<file path="src/rtl/spi_host_pkg.sv">
package spi_host_pkg;

   localparam int BUS_W  = 8;
   localparam int RATE_W = 3;

   localparam logic [1:0] ADDR_CTL  = 2'd0;
   localparam logic [1:0] ADDR_STAT = 2'd1;
   localparam logic [1:0] ADDR_DATA = 2'd2;

   typedef enum logic [1:0] {
      ST_IDLE = 2'd0,
      ST_RUN  = 2'd1,
      ST_TAIL = 2'd2
   } xfer_state_t;

   typedef struct packed {
      logic [RATE_W-1:0] rate;
      logic              cpha;
      logic              cpol;
      logic              enable;
      logic              host;
      logic              irq_en;
   } ctl_t;

endpackage

</file>
<file path="src/rtl/spi_host_clkgen.sv">
module spi_host_clkgen
   import spi_host_pkg::*;
#(
   parameter int MIN_DIV_LOG2 = 2
)(
   input  logic              clk,
   input  logic              rst_n,
   input  logic              run,
   input  logic [RATE_W-1:0] rate,
   output logic              tick
);

   localparam int MAX_CODE = (1 << RATE_W) - 2;
   localparam int CNT_W    = MIN_DIV_LOG2 + MAX_CODE - 1;
   localparam logic [RATE_W-1:0] MAX_CODE_V = RATE_W'(MAX_CODE);

   if (MIN_DIV_LOG2 < 1) begin : g_bad_div
      $error("MIN_DIV_LOG2 must be at least 1");
   end

   logic [CNT_W-1:0]  cnt_q;
   logic [CNT_W-1:0]  limit;
   logic [RATE_W-1:0] code_eff;
   int                shamt;

   always_comb begin
      code_eff = (rate > MAX_CODE_V) ? MAX_CODE_V : rate;
      shamt    = MIN_DIV_LOG2 - 1 + int'(code_eff);
      limit    = CNT_W'((32'd1 << shamt) - 32'd1);
   end

   assign tick = run && (cnt_q == limit);

   always_ff @(posedge clk or negedge rst_n) begin
      if (!rst_n) begin
         cnt_q <= '0;
      end else if (!run || tick) begin
         cnt_q <= '0;
      end else begin
         cnt_q <= cnt_q + 1'b1;
      end
   end

endmodule

</file>
<file path="src/rtl/spi_host_shifter.sv">
module spi_host_shifter
   import spi_host_pkg::*;
#(
   parameter int DATA_W       = 8,
   parameter int MIN_DIV_LOG2 = 2
)(
   input  logic              clk,
   input  logic              rst_n,
   input  logic              start,
   input  logic [DATA_W-1:0] load_data,
   input  logic              cfg_cpol,
   input  logic              cfg_cpha,
   input  logic [RATE_W-1:0] cfg_rate,
   input  logic              live_ok,
   input  logic              miso,
   output logic              sck,
   output logic              mosi,
   output logic              busy,
   output logic              done_pulse,
   output logic [DATA_W-1:0] rx_data
);

   localparam int EDGES = 2 * DATA_W;
   localparam int EW    = $clog2(EDGES);
   localparam logic [EW-1:0] LAST_IDX = EW'(EDGES - 1);

   xfer_state_t       state_q;
   logic [EW-1:0]     edge_q;
   logic              sck_q;
   logic              rx_bit_q;
   logic [DATA_W-1:0] shreg_q;
   logic              lat_cpol_q;
   logic              lat_cpha_q;
   logic [RATE_W-1:0] lat_rate_q;

   logic tick;
   logic run;
   logic leading;
   logic sample_edge;
   logic last_edge;
   logic shift_edge;

   assign run         = (state_q == ST_RUN) && live_ok;
   assign leading     = ~edge_q[0];
   assign sample_edge = lat_cpha_q ? !leading : leading;
   assign last_edge   = (edge_q == LAST_IDX);
   assign shift_edge  = !sample_edge && !last_edge
                        && !(lat_cpha_q && (edge_q == '0));

   spi_host_clkgen #(
      .MIN_DIV_LOG2(MIN_DIV_LOG2)
   ) clkgen_i (
      .clk  (clk),
      .rst_n(rst_n),
      .run  (run),
      .rate (lat_rate_q),
      .tick (tick)
   );

   always_ff @(posedge clk or negedge rst_n) begin
      if (!rst_n) begin
         state_q    <= ST_IDLE;
         edge_q     <= '0;
         sck_q      <= 1'b0;
         rx_bit_q   <= 1'b0;
         shreg_q    <= '0;
         lat_cpol_q <= 1'b0;
         lat_cpha_q <= 1'b0;
         lat_rate_q <= '0;
      end else begin
         unique case (state_q)
            ST_IDLE: begin
               if (start) begin
                  state_q    <= ST_RUN;
                  shreg_q    <= load_data;
                  edge_q     <= '0;
                  sck_q      <= cfg_cpol;
                  lat_cpol_q <= cfg_cpol;
                  lat_cpha_q <= cfg_cpha;
                  lat_rate_q <= cfg_rate;
               end
            end
            ST_RUN: begin
               if (!live_ok) begin
                  state_q <= ST_IDLE;
                  sck_q   <= lat_cpol_q;
               end else if (tick) begin
                  sck_q <= ~sck_q;
                  if (sample_edge) begin
                     rx_bit_q <= miso;
                  end
                  if (shift_edge) begin
                     shreg_q <= {shreg_q[DATA_W-2:0], rx_bit_q};
                  end
                  if (last_edge) begin
                     state_q <= ST_TAIL;
                  end else begin
                     edge_q <= edge_q + 1'b1;
                  end
               end
            end
            ST_TAIL: begin
               shreg_q <= {shreg_q[DATA_W-2:0], rx_bit_q};
               state_q <= ST_IDLE;
            end
            default: state_q <= ST_IDLE;
         endcase
      end
   end

   assign sck        = (state_q == ST_RUN) ? sck_q : cfg_cpol;
   assign mosi       = shreg_q[DATA_W-1];
   assign busy       = (state_q != ST_IDLE);
   assign done_pulse = (state_q == ST_TAIL);
   assign rx_data    = shreg_q;

endmodule

</file>
<file path="src/rtl/spi_host_regs.sv">
module spi_host_regs
   import spi_host_pkg::*;
#(
   parameter int DATA_W = 8
)(
   input  logic              clk,
   input  logic              rst_n,
   input  logic [1:0]        bus_addr,
   input  logic              bus_wr,
   input  logic              bus_rd,
   input  logic [BUS_W-1:0]  bus_wdata,
   output logic [BUS_W-1:0]  bus_rdata,
   input  logic              sel_int,
   input  logic              busy,
   input  logic              done_pulse,
   input  logic [DATA_W-1:0] rx_data,
   output ctl_t              ctl,
   output logic              sw_sel_en,
   output logic              sw_sel_val,
   output logic              flag,
   output logic              armed,
   output logic              start,
   output logic              data_rd,
   output logic              irq
);

   ctl_t ctl_q;
   logic sel_en_q;
   logic sel_val_q;
   logic flag_q;
   logic armed_q;
   logic stat_acc;

   assign stat_acc = (bus_wr || bus_rd) && (bus_addr == ADDR_STAT);
   assign data_rd  = bus_rd && (bus_addr == ADDR_DATA);
   assign start    = bus_wr && (bus_addr == ADDR_DATA)
                     && ctl_q.host && ctl_q.enable && !busy;

   always_ff @(posedge clk or negedge rst_n) begin
      if (!rst_n) begin
         ctl_q     <= '0;
         sel_en_q  <= 1'b0;
         sel_val_q <= 1'b0;
      end else begin
         if (bus_wr && (bus_addr == ADDR_CTL)) begin
            ctl_q <= ctl_t'(bus_wdata);
         end
         if (!sel_int) begin
            ctl_q.host   <= 1'b0;
            ctl_q.enable <= 1'b0;
         end
         if (bus_wr && (bus_addr == ADDR_STAT)) begin
            sel_en_q  <= bus_wdata[1];
            sel_val_q <= bus_wdata[0];
         end
      end
   end

   always_ff @(posedge clk or negedge rst_n) begin
      if (!rst_n) begin
         flag_q  <= 1'b0;
         armed_q <= 1'b0;
      end else if (done_pulse) begin
         flag_q  <= 1'b1;
         armed_q <= 1'b0;
      end else if (flag_q && armed_q && data_rd) begin
         flag_q  <= 1'b0;
         armed_q <= 1'b0;
      end else if (flag_q && stat_acc) begin
         armed_q <= 1'b1;
      end
   end

   always_comb begin
      unique case (bus_addr)
         ADDR_CTL:  bus_rdata = BUS_W'(ctl_q);
         ADDR_STAT: bus_rdata = {flag_q, 5'b0, sel_en_q, sel_val_q};
         ADDR_DATA: bus_rdata = BUS_W'(rx_data);
         default:   bus_rdata = '0;
      endcase
   end

   assign ctl        = ctl_q;
   assign sw_sel_en  = sel_en_q;
   assign sw_sel_val = sel_val_q;
   assign flag       = flag_q;
   assign armed      = armed_q;
   assign irq        = flag_q && ctl_q.irq_en;

endmodule

</file>
<file path="src/rtl/spi_host_ctl.sv">
module spi_host_ctl
   import spi_host_pkg::*;
#(
   parameter int DATA_W       = 8,
   parameter int MIN_DIV_LOG2 = 2,
   parameter int SYNC_STAGES  = 2
)(
   input  logic              clk,
   input  logic              rst_n,
   input  logic [1:0]        reg_addr,
   input  logic              reg_wr,
   input  logic              reg_rd,
   input  logic [BUS_W-1:0]  reg_wdata,
   output logic [BUS_W-1:0]  reg_rdata,
   input  logic              sel_pin,
   output logic              sck,
   output logic              mosi,
   input  logic              miso,
   output logic              irq
);

   if (DATA_W < 2 || DATA_W > BUS_W) begin : g_bad_width
      $error("DATA_W must lie between 2 and the bus width");
   end
   if (SYNC_STAGES < 0 || SYNC_STAGES > 4) begin : g_bad_sync
      $error("SYNC_STAGES must lie between 0 and 4");
   end

   ctl_t              ctl;
   logic              sw_sel_en;
   logic              sw_sel_val;
   logic              sel_pin_s;
   logic              sel_int;
   logic              flag;
   logic              armed;
   logic              start;
   logic              data_rd;
   logic              busy;
   logic              done_pulse;
   logic [DATA_W-1:0] rx_data;
   logic              cfg_cpol;
   logic              host_en;
   logic              live_ok;

   if (SYNC_STAGES == 0) begin : g_nosync
      assign sel_pin_s = sel_pin;
   end else begin : g_sync
      logic [SYNC_STAGES-1:0] chain_q;
      always_ff @(posedge clk or negedge rst_n) begin
         if (!rst_n) begin
            chain_q <= '1;
         end else begin
            chain_q[0] <= sel_pin;
            for (int i = 1; i < SYNC_STAGES; i++) begin
               chain_q[i] <= chain_q[i-1];
            end
         end
      end
      assign sel_pin_s = chain_q[SYNC_STAGES-1];
   end

   assign sel_int  = sw_sel_en ? sw_sel_val : sel_pin_s;
   assign cfg_cpol = ctl.cpol;
   assign host_en  = ctl.host;
   assign live_ok  = ctl.host && ctl.enable;

   spi_host_regs #(
      .DATA_W(DATA_W)
   ) regs_i (
      .clk       (clk),
      .rst_n     (rst_n),
      .bus_addr  (reg_addr),
      .bus_wr    (reg_wr),
      .bus_rd    (reg_rd),
      .bus_wdata (reg_wdata),
      .bus_rdata (reg_rdata),
      .sel_int   (sel_int),
      .busy      (busy),
      .done_pulse(done_pulse),
      .rx_data   (rx_data),
      .ctl       (ctl),
      .sw_sel_en (sw_sel_en),
      .sw_sel_val(sw_sel_val),
      .flag      (flag),
      .armed     (armed),
      .start     (start),
      .data_rd   (data_rd),
      .irq       (irq)
   );

   spi_host_shifter #(
      .DATA_W      (DATA_W),
      .MIN_DIV_LOG2(MIN_DIV_LOG2)
   ) shifter_i (
      .clk       (clk),
      .rst_n     (rst_n),
      .start     (start),
      .load_data (reg_wdata[DATA_W-1:0]),
      .cfg_cpol  (ctl.cpol),
      .cfg_cpha  (ctl.cpha),
      .cfg_rate  (ctl.rate),
      .live_ok   (live_ok),
      .miso      (miso),
      .sck       (sck),
      .mosi      (mosi),
      .busy      (busy),
      .done_pulse(done_pulse),
      .rx_data   (rx_data)
   );

endmodule

</file>
<file path="config.mk">
export PLATFORM = sky130hd
export DESIGN_NAME = spi_host_ctl
export DESIGN_NICKNAME = d
export VERILOG_FILES = /design/src/rtl/spi_host_pkg.sv /design/src/rtl/spi_host_clkgen.sv /design/src/rtl/spi_host_shifter.sv /design/src/rtl/spi_host_regs.sv /design/src/rtl/spi_host_ctl.sv
export SDC_FILE = /design/constraint.sdc
export NUM_CORES = 1
export LEC_CHECK = 0
export BUFFER_PORTS_ARGS = -buffer_cell sky130_fd_sc_hd__buf_2
export CAP_MARGIN = 20
export CORE_ASPECT_RATIO = 1.4
export CORE_MARGIN = 4
export CORE_UTILIZATION = 60
export CTS_CLUSTER_DIAMETER = 100
export DETAILED_ROUTE_END_ITERATION = 8
export PLACE_DENSITY = 0.91
export SLEW_MARGIN = 10
export SYNTH_ARGS = -nofsm -noshare
export SYNTH_HDL_FRONTEND = slang
export SYNTH_SLANG_ARGS = --single-unit
</file>
<file path="constraint.sdc">
create_clock -name clk -period 7.6 [get_ports clk]
set_input_delay 0.76 -clock clk [delete_from_list [all_inputs] [get_ports clk]]
set_output_delay 0.76 -clock clk [all_outputs]
set_load 0.02 [all_outputs]
</file>
==> impl_metrics.tcl <==
set metrics [dict create \
    total_power_uw 598 \
    maxCapViolCount 0 \
    cts_resized 0 \
    die_area_sq_um 5180 \
    yosysTopAreaCell "dfrtp_1" \
    critical_path_class "reg -> reg" \
    ys_top_cells_by_area "dfrtp_1 (41%), mux2_2 (11%), mux2i_1 (5.3%)" \
    gp_congestion 0.949 \
    maxSlewViolCount 0 \
    firstDrtPassIters 4 \
    status "completed" \
    layout_commonest_cell "dfrtp_1" \
    worstMarginPinSlew_ns 0.907 \
    drc 0 \
    end_kind "flop" \
    yosys_register_bits 42 \
    ys.flop_type "dfrtp_1" \
    slowest_delay_ns 0.60 \
    synth_cell_type_count 48 \
    fin_crit_ns 3.26 \
    final.setup.worst_slack_ns 4.34 \
    utilization 0.671 \
    fp.dieH_um 83.6 \
    hp-class "reg -> reg" \
    r2r_slack_ns 4.34 \
    timing.rr.start "shifter_i.lat_rate_q[2]" \
    syn_area_sq_um 2450 \
    leakagePower_nw 1.28 \
    setup_viol 0 \
    cts.path.max_buffers 2 \
    dp_hpwl_mm 3.83 \
    fin_hold_ws_ns 0.371 \
    postCtsSetupBuffers 0 \
    hold_end "g_sync.chain_q[1]" \
    grt_pass1_wl_mm 8.93 \
    grt_overflow 0 \
    regToRegEndpoint "shifter_i.rx_data[0]" \
    routed_via_density 6.24 \
    cp_max_fo 9 \
    layout_common_cells "dfrtp_1 (40), buf_2 (26), mux2_2 (25)" \
    area.growth.synth_to_final_pct 8.33 \
    path_cells "nand2b_1 -> nor2_1 -> ha_1 -> or4_4 -> a21bo_1 -> a211oi_4 -> a41oi_1 -> or3_1 -> mux2_4" \
    yosys.area.top_type_share 0.409 \
    ctsHoldBuffers 0 \
    final.period_utilization 0.430 \
    ys_async_sr_fraction 1.00 \
    wl_per_cell_um 18.0 \
    path_clk_slew_ns 0.10 \
    fin_skew_ns 0.0132 \
    synth_edf_count 0 \
    dp_slack_ns 4.41 \
    crit_required_ns 7.80 \
    hold_viol 0 \
    wirelength_mm 5.22 \
    synth_fp_nets 245 \
    first_iter_violations 65 \
    startpoint "shifter_i.lat_rate_q[2]" \
    antenna_found_initial 0 \
    tns_ns 0 \
    core_sq_um 3950 \
    layout.nets 270 \
    dieWidth_um 62.0 \
    antenna_cells 0 \
    reg2reg_depth 9 \
    syn_avg_cell_area_sq_um 11.1 \
    synth_warnings 0 \
    rows 27 \
    grt_max_degree 43 \
    yosysSeqAreaShare 0.430 \
    start_util 0.619 \
    cts_tree "done" \
    critical-path-slowest-cell "or3_1" \
    max_freq_mhz 306 \
    hp-start "g_sync.chain_q[0]" \
    crit_arrival_ns 3.46 \
    routed-via-count 1810 \
    clk_latency_ns 0.31 \
    boundaryPins 27 \
    start_kind "flop" \
    netlist_instances 221 \
    power.density_nw_per_um2 225 \
    clock-sinks 42 \
    grt_use_total 0.232 \
    ir_worst_vdd_v 0.000164 \
    postRouteAntennaNets 0 \
    grt_pass1_vias 1927 \
    whs_path_depth 0 \
    cts_max_level 2 \
    portBuffers 26 \
    clock-root-buffer "clkbuf_8" \
    maxSlewHeadroom 0.395 \
    cts_buffers 5 \
    rsz0062_at_grt "false" \
    drive_gt1_frac 0.320 \
]
[cells in the mapped netlist (4+ instances only)]
cell	count
a21oi_1	6
a31oi_1	4
dfrtp_1	40
ha_1	8
inv_1	13
mux2_2	25
mux2_4	8
mux2i_1	13
nand2_1	10
nand3_1	7
nor2_1	22
o211ai_1	4
o21ai_0	7
xnor2_1	5
[layer usage]
layer	GRT usage	vias up	routed length, um	part of all wire
li1	-	842	-	-
met1	0.268	897	2010	0.38
met2	0.380	54	2810	0.54
met3	0.0433	17	207	0.040
met4	0.131	0	196	0.038
met5	0	-	0	0
[how the worst max path moves through the flow]
stage / end / depth (start not counted) / slack, ns
final: shifter_i.rx_data[0] / 9 / 4.34
after global placement: shifter_i.rx_data[1] / 9 / 4.53
after CTS: shifter_i.rx_data[3] / 9 / 4.35
after global routing: shifter_i.rx_data[0] / 9 / 4.21
after detailed placement: shifter_i.rx_data[3] / 9 / 4.41
after floorplan: shifter_i.rx_data[0] / 11 / 4.58
[layout make-up]
cell class	instances	area, sq um
repair buffers	27	138
inverters	13	48.8
clock buffers	5	68.8
clock inverters	3	28.8
flip-flops and latches	42	1050
multi-input cells	157	1260
fillers	276	1300
well taps	43	53.8
[metrics by stage]
stage	std cells	area (sq um)
final	290	2650
after detailed placement	282	2550
after global routing	290	2650
after global placement	282	2550
after CTS	290	2650
after floorplan	221	2450
[registers in the layout, summed over array words and instances, names as in the netlist]
signal	flops
shifter_i.lat_cpol_q	1
shifter_i.sck_q	1
regs_i.sw_sel_en	1
shifter_i.rx_data	8
shifter_i.edge_q	4
regs_i.flag	1
regs_i.sw_sel_val	1
shifter_i.lat_cpha_q	1
regs_i.armed	1
shifter_i.state_q	2
shifter_i.rx_bit_q	1
g_sync.chain_q	2
shifter_i.lat_rate_q	3
shifter_i.clkgen_i.cnt_q	7
regs_i.ctl	8
[logic make-up after synthesis]
kind of cell | after synthesis | share of synthesized area
adders and majority gates | 8 | 0.0409
DFF | 42 | 0.430
buffers and inverters | 22 | 0.0547
and+or+nand+nor | 61 | 0.130
xor gates and xnor gates | 8 | 0.0286
AOI/OAI and AO/OA | 34 | 0.0986
muxes | 46 | 0.217
[power by group]
part | internal [mW] | leakage [nW] | total [mW] | switching, mW
clock | 0.0688 | 0.0506 | 0.160 | 0.0914
sequential | 0.259 | 0.543 | 0.299 | 0.0398
combinational | 0.0705 | 0.683 | 0.139 | 0.0680
[worst max-delay path: cells and delay by family (launching register included)]
family / cells / cell delay (ns)
AO/OA/AOI/OAI: 3 / 0.67
adder cells (fa/ha/maj): 1 / 0.27
flip-flops: 1 / 0.49
multiplexers: 1 / 0.37
AND/OR/NAND/NOR: 4 / 1.35
(Power assumes the default switching activity.)
